File: src/rtl/zo_pkg.sv
package zo_pkg;

    // Map a requested lane count onto the legal range 1..lanes.
    function automatic int unsigned clamp_lanes(int unsigned req, int unsigned lanes);
        if (req == 0) return 1;
        if (req > lanes) return lanes;
        return req;
    endfunction

    typedef enum logic {
        SWP_IDLE = 1'b0,
        SWP_RUN  = 1'b1
    } sweep_st_e;

endpackage

File: src/rtl/zo_pattern_gen.sv
module zo_pattern_gen
    import zo_pkg::*;
#(
    parameter int LANES = 16,
    parameter int DEPTH = 87,
    localparam int KW = $clog2(LANES + 1)
) (
    input  logic             clk,
    input  logic             rst_n,
    input  logic             start,
    input  logic [KW-1:0]    k_req,
    output logic             busy,
    output logic             launch,
    output logic             stop,
    output logic [LANES-1:0] lane_mask,
    output logic [LANES-1:0] pattern
);

    localparam logic [LANES-1:0] STOP_VAL = LANES'((33'd1 << LANES) - 33'(DEPTH));

    typedef struct packed {
        sweep_st_e        st;
        logic             wrapped;
        logic [LANES-1:0] cnt;
        logic [KW-1:0]    kq;
    } gen_t;

    gen_t gen_d, gen_q;
    logic [KW-1:0] k_sel;

    always_comb begin
        k_sel     = KW'(clamp_lanes(32'(k_req), LANES));
        launch    = start && (gen_q.st == SWP_IDLE);
        stop      = (gen_q.st == SWP_RUN) && gen_q.wrapped && (gen_q.cnt == STOP_VAL);
        lane_mask = LANES'((33'd1 << gen_q.kq) - 33'd1);
        busy      = (gen_q.st == SWP_RUN);
        pattern   = busy ? (gen_q.cnt & lane_mask) : '0;

        gen_d = gen_q;
        if (launch) begin
            gen_d.st      = SWP_RUN;
            gen_d.wrapped = 1'b0;
            gen_d.kq      = k_sel;
            gen_d.cnt     = LANES'((33'd1 << k_sel) - 33'd2);
        end else if (busy) begin
            gen_d.cnt = gen_q.cnt - 1'b1;
            if (gen_q.cnt == '0) gen_d.wrapped = 1'b1;
            if (stop) gen_d.st = SWP_IDLE;
        end
    end

    always_ff @(posedge clk or negedge rst_n) begin
        if (!rst_n) begin
            gen_q <= '{st: SWP_IDLE, wrapped: 1'b0, cnt: '0, kq: KW'(1)};
        end else begin
            gen_q <= gen_d;
        end
    end

endmodule

File: src/rtl/zo_order_judge.sv
module zo_order_judge #(
    parameter int LANES = 16
) (
    input  logic             clk,
    input  logic             rst_n,
    input  logic             clr,
    input  logic [LANES-1:0] word,
    input  logic [LANES-1:0] lane_mask,
    output logic             good
);

    typedef struct packed {
        logic [LANES-1:0] zeros_s1;
        logic             any1_s1;
        logic             shape_s2;
        logic             any1_s2;
        logic             good_s3;
    } judge_t;

    judge_t jd_d, jd_q;
    logic [LANES-1:0] zinc;

    always_comb begin
        zinc = jd_q.zeros_s1 + 1'b1;
        jd_d = jd_q;
        if (clr) begin
            jd_d = '0;
        end else begin
            // Stage 1: mark zero lanes inside the window, note any one present.
            jd_d.zeros_s1 = ~word & lane_mask;
            jd_d.any1_s1  = |(word & lane_mask);
            // Stage 2: zero lanes must form one run starting at lane 1.
            jd_d.shape_s2 = ((jd_q.zeros_s1 & zinc) == '0);
            jd_d.any1_s2  = jd_q.any1_s1;
            // Stage 3: final verdict.
            jd_d.good_s3  = jd_q.shape_s2 && jd_q.any1_s2;
        end
    end

    always_ff @(posedge clk or negedge rst_n) begin
        if (!rst_n) jd_q <= '0;
        else        jd_q <= jd_d;
    end

    assign good = jd_q.good_s3;

endmodule

File: src/rtl/zo_tally.sv
module zo_tally #(
    parameter int LANES = 16
) (
    input  logic             clk,
    input  logic             rst_n,
    input  logic             clr,
    input  logic             busy,
    input  logic             hit,
    input  logic             stop,
    output logic [LANES-1:0] acc,
    output logic [LANES-1:0] report,
    output logic             done
);

    typedef struct packed {
        logic [LANES-1:0] acc;
        logic [LANES-1:0] report;
        logic             done;
    } tally_t;

    tally_t tl_d, tl_q;
    logic [LANES-1:0] acc_next;

    always_comb begin
        acc_next = tl_q.acc + LANES'(busy && hit);
        tl_d     = tl_q;
        if (clr) begin
            tl_d.acc  = '0;
            tl_d.done = 1'b0;
        end else begin
            tl_d.acc = acc_next;
            if (stop) begin
                tl_d.report = acc_next;
                tl_d.done   = 1'b1;
            end
        end
    end

    always_ff @(posedge clk or negedge rst_n) begin
        if (!rst_n) tl_q <= '0;
        else        tl_q <= tl_d;
    end

    assign acc    = tl_q.acc;
    assign report = tl_q.report;
    assign done   = tl_q.done;

endmodule

File: src/rtl/zo_sweep_ctrl.sv
module zo_sweep_ctrl #(
    parameter int LANES = 16,
    parameter int DEPTH = 87,
    localparam int KW = $clog2(LANES + 1)
) (
    input  logic             clk,
    input  logic             rst_n,
    input  logic             start_i,
    input  logic [KW-1:0]    k_i,
    output logic [LANES-1:0] test_vec_o,
    output logic             pipe_flush_o,
    input  logic [LANES-1:0] pipe_res_i,
    output logic [LANES-1:0] report_o,
    output logic             done_o
);

    logic             busy;
    logic             launch;
    logic             stop;
    logic             hit;
    logic [LANES-1:0] lane_mask;
    logic [LANES-1:0] acc;

    zo_pattern_gen #(.LANES(LANES), .DEPTH(DEPTH)) u_gen (
        .clk       (clk),
        .rst_n     (rst_n),
        .start     (start_i),
        .k_req     (k_i),
        .busy      (busy),
        .launch    (launch),
        .stop      (stop),
        .lane_mask (lane_mask),
        .pattern   (test_vec_o)
    );

    zo_order_judge #(.LANES(LANES)) u_judge (
        .clk       (clk),
        .rst_n     (rst_n),
        .clr       (launch),
        .word      (pipe_res_i),
        .lane_mask (lane_mask),
        .good      (hit)
    );

    zo_tally #(.LANES(LANES)) u_tally (
        .clk    (clk),
        .rst_n  (rst_n),
        .clr    (launch),
        .busy   (busy),
        .hit    (hit),
        .stop   (stop),
        .acc    (acc),
        .report (report_o),
        .done   (done_o)
    );

    assign pipe_flush_o = launch;

endmodule

File: config.mk
export PLATFORM = sky130hd
export DESIGN_NAME = zo_sweep_ctrl
export DESIGN_NICKNAME = d
export VERILOG_FILES = /design/src/rtl/zo_pkg.sv /design/src/rtl/zo_pattern_gen.sv /design/src/rtl/zo_order_judge.sv /design/src/rtl/zo_tally.sv /design/src/rtl/zo_sweep_ctrl.sv
export SDC_FILE = /design/constraint.sdc
export NUM_CORES = 1
export LEC_CHECK = 0
export BUFFER_PORTS_ARGS = -buffer_cell sky130_fd_sc_hd__buf_4
export CORE_ASPECT_RATIO = 1.25
export CORE_MARGIN = 5
export CORE_UTILIZATION = 39
export DETAILED_ROUTE_END_ITERATION = 10
export GPL_TIMING_DRIVEN = 0
export PLACE_DENSITY = 0.62
export RECOVER_POWER = 100
export REMOVE_ABC_BUFFERS = 1
export SYNTH_ARGS = -nofsm -noshare
export SYNTH_HDL_FRONTEND = slang
export SYNTH_SLANG_ARGS = --single-unit
File: constraint.sdc
create_clock -name clk -period 2.95 [get_ports clk]
set_input_delay 0.1475 -clock clk [delete_from_list [all_inputs] [get_ports clk]]
set_output_delay 0.1475 -clock clk [all_outputs]
set_load 0.005 [all_outputs]
==> results_dict.tcl <==
set metrics [dict create \
    max_slew_margin_pct -19.7 \
    maxCapViolCount 1 \
    initial_core_util_pct 39.5 \
    row_count 42 \
    viasPerCell 5.49 \
    use_met1_pct 22.5 \
    boundaryPins 58 \
    violations "max-capacitance violations, max-slew violations" \
    drc 0 \
    synth_top_family_by_area "simple AND/OR/NAND/NOR gates" \
    postCtsSetupRepairBufs 0 \
    crit_start "u_gen.gen_q[2]" \
    run_status "finished with violations" \
    synth_compound_area_share_pct 13.6 \
    grt_usage_pct 17.1 \
    nFillCells 998 \
    path_max_fanout 18 \
    yosysTopAreaCellShare_pct 45.2 \
    power_density_nw_per_um2 624 \
    syn_avg_cell_area_um2 9.15 \
    diodes 0 \
    r2r_start "u_gen.busy" \
    power_mw 3.19 \
    wire_per_inst_um 16.0 \
    vias 3545 \
    layout_min_cycle_time_ps 2720 \
    grt_max_degree 77 \
    synth_area_um2 4150 \
    clock_path_buffers 2 \
    die_h_um 125 \
    hold_violations 0 \
    clock_latency_ps 330 \
    slowest_stage "dfrtp_1" \
    crit_arrival_ps 2580 \
    cts.sinks 76 \
    use_met2_pct 27.4 \
    finalCritPeriodShare_pct 92.3 \
    rsz0062_at_grt "false" \
    synth_fa_ha_area_share_pct 1.81 \
    finClkSkew_ps 7.85 \
    nets 539 \
    async_flop_share_pct 100 \
    placed_cell_area_um2 4620 \
    cp.required_ps 2800 \
    yosys.cell_count.top_type "dfrtp_1" \
    grt.busiest_layer "met2" \
    synth_xor_area_share_pct 3.80 \
    grt_pass1_wl_um 17300 \
    ys.flop_type "dfrtp_1" \
    syn_to_final_growth_pct 23.0 \
    die_w_um 102 \
    ys_seq_area_share_pct 45.8 \
    drive_gt1_share_pct 16.7 \
    setup_slack_ps 227 \
    cp_cell_sequence "nor3_4, nand2_1, ha_2, nor4_1, mux2i_1, o2bb2ai_1, and3_1, clkbuf_4" \
    cp-start-kind "flip-flop" \
    dieArea_um2 12800 \
    setup_viol 0 \
    antenna_found_initial 0 \
    ys_warn_count 0 \
    synth.area.mux_share_pct 4.67 \
    firstDrtPassIters 4 \
    place.port_buffers 57 \
    core_um2 10500 \
    hpwlAfterDp_um 7170 \
    drt_iter0_drc 207 \
    max_clock_freq_ghz 0.367 \
    synth_common_cells "75 x dfrtp_1, 38 x nand2_1, 38 x nor2_1" \
    irDropWorstVdd_uv 254 \
    leakage_nw 2.36 \
    min-delay-start "k_i[4]" \
    clk_pin_slew_worst_paths_ps 60 \
    synth_edf_count 0 \
    synth_cell_types 57 \
    synthTopCellsByArea "dfrtp_1 45%, mux2i_1 3.9%, nand2_1 3.4%" \
    tightest_slew_ps 1800 \
    hp-class "in2reg" \
    yosysTopAreaCell "dfrtp_1" \
    maxSlewViolCount 77 \
    worstSetupPathType "reg2out" \
    cts_buffers 9 \
    cts_tree "yes" \
    cts_max_level 3 \
    synth-simple-area-share_pct 25.1 \
    ctsRootBufferMaster "clkbuf_16" \
    ys_ff_latch 76 \
    routed_wl_um 10300 \
    grt_use_met3_pct 3.01 \
    endpoint_kind "output port" \
    grt_overflow 0 \
    critPathMaxStageDelay_ps 600 \
    postLayoutCellArea_um2 5110 \
    ant_nets 0 \
    routabilityCongestion 0.822 \
    dp_slack_ps -960 \
    syn_inst 454 \
    grt_pass1_vias 3458 \
]
timing repair:
item	in CTS	in global routing
resized for setup	4	7
gates cloned	1	0
hold endpoints to repair	25	0
setup endpoints to repair	44	9
hold buffers	17	0
critical path: cells and delay by family (launching register included):
kind                       cells  cell delay (ps)
muxes                          1              130
and+or+nand+nor                4              890
adders and majority gates      1              280
DFF                            1              600
AOI/OAI and AO/OA              1              200
buffers and inverters          1              130
worst paths after layout:
kind / end / slack [ps] / cells past startpoint
max in group asynchronous: u_gen.busy / 930 / 2
worst min register to register: u_judge.good / 470 / 1
worst max register to register: u_gen.gen_q[18] / 240 / 5
min in group asynchronous: u_gen.gen_q[13] / 820 / 2
worst max-delay path: test_vec_o[4] / 230 / 8
worst min-delay path: u_gen.gen_q[0] / 150 / 2
final cells by class:
| cell class | count | area [um2] | area share (%) |
|---|---|---|---|
| multi-input cells | 322 | 2060 | 40.3 |
| repair inverters | 1 | 5.00 | 0.0980 |
| clock inverters | 1 | 5.00 | 0.0980 |
| well taps | 132 | 165 | 3.23 |
| repair buffers | 74 | 596 | 11.7 |
| inverters | 25 | 97.6 | 1.91 |
| flip-flops and latches | 76 | 1910 | 37.3 |
| clock buffers | 15 | 278 | 5.44 |
cell usage in the layout (no fill, tap or decap), types with 5 or more instances in the layout:
| cell type | instances |
|---|---|
| clkbuf_16 | 9 |
| nand3_1 | 19 |
| o21ai_0 | 27 |
| inv_1 | 24 |
| nor2_1 | 38 |
| dfrtp_1 | 73 |
| ha_1 | 5 |
| mux2i_1 | 16 |
| and3_1 | 17 |
| a21o_1 | 5 |
| or3_1 | 6 |
| a211oi_1 | 6 |
| nand3b_1 | 7 |
| nand4_1 | 5 |
| a21oi_1 | 8 |
| or4_1 | 6 |
| nand2_1 | 38 |
| xnor2_1 | 7 |
| nor3_1 | 17 |
| o211ai_1 | 9 |
| nor3b_1 | 10 |
| xor2_1 | 11 |
| buf_4 | 27 |
| clkbuf_4 | 29 |
| nor4_1 | 8 |
| dlygate4sd3_1 | 17 |
where the power goes:
| group | switching [mW] | total, mW | internal (mW) |
|---|---|---|---|
| clock network | 0.384 | 1.02 | 0.637 |
| logic | 0.373 | 0.748 | 0.375 |
| registers | 0.219 | 1.42 | 1.20 |
kinds of logic after synthesis:
group	Yosys count
AO/OA/AOI/OAI	84
XOR/XNOR	18
adder cells (fa/ha/maj)	6
buffers and inverters	56
flip-flops	76
multiplexers	19
AND/OR/NAND/NOR	195
routing by layer:
layer | up-vias | wire [um]
met5 | - | 0
met3 | 13 | 438
met2 | 86 | 5050
met1 | 1699 | 4640
li1 | 1747 | -
met4 | 0 | 209
metrics by stage:
stage / utilization, % / TNS (ps) / hold WS [ps] / cells
after detailed placement: 44.0 / -11300 / 318 / 612
after global routing: 48.6 / 0 / 158 / 646
after floorplan: - / 0 / -148 / 423
after CTS: 48.5 / 0 / 128 / 646
final: 48.6 / 0 / 146 / 646
after global placement: 44.0 / -10650 / 320 / 612
registers in the layout, summed over array words and instances, names as in the netlist:
name	cells
u_tally.acc	16
u_gen.busy	1
u_tally.report	16
u_judge.jd_q	19
u_tally.done	1
u_gen.gen_q	22
u_judge.good	1
Note: power is estimated with default switching activity, not from simulation.
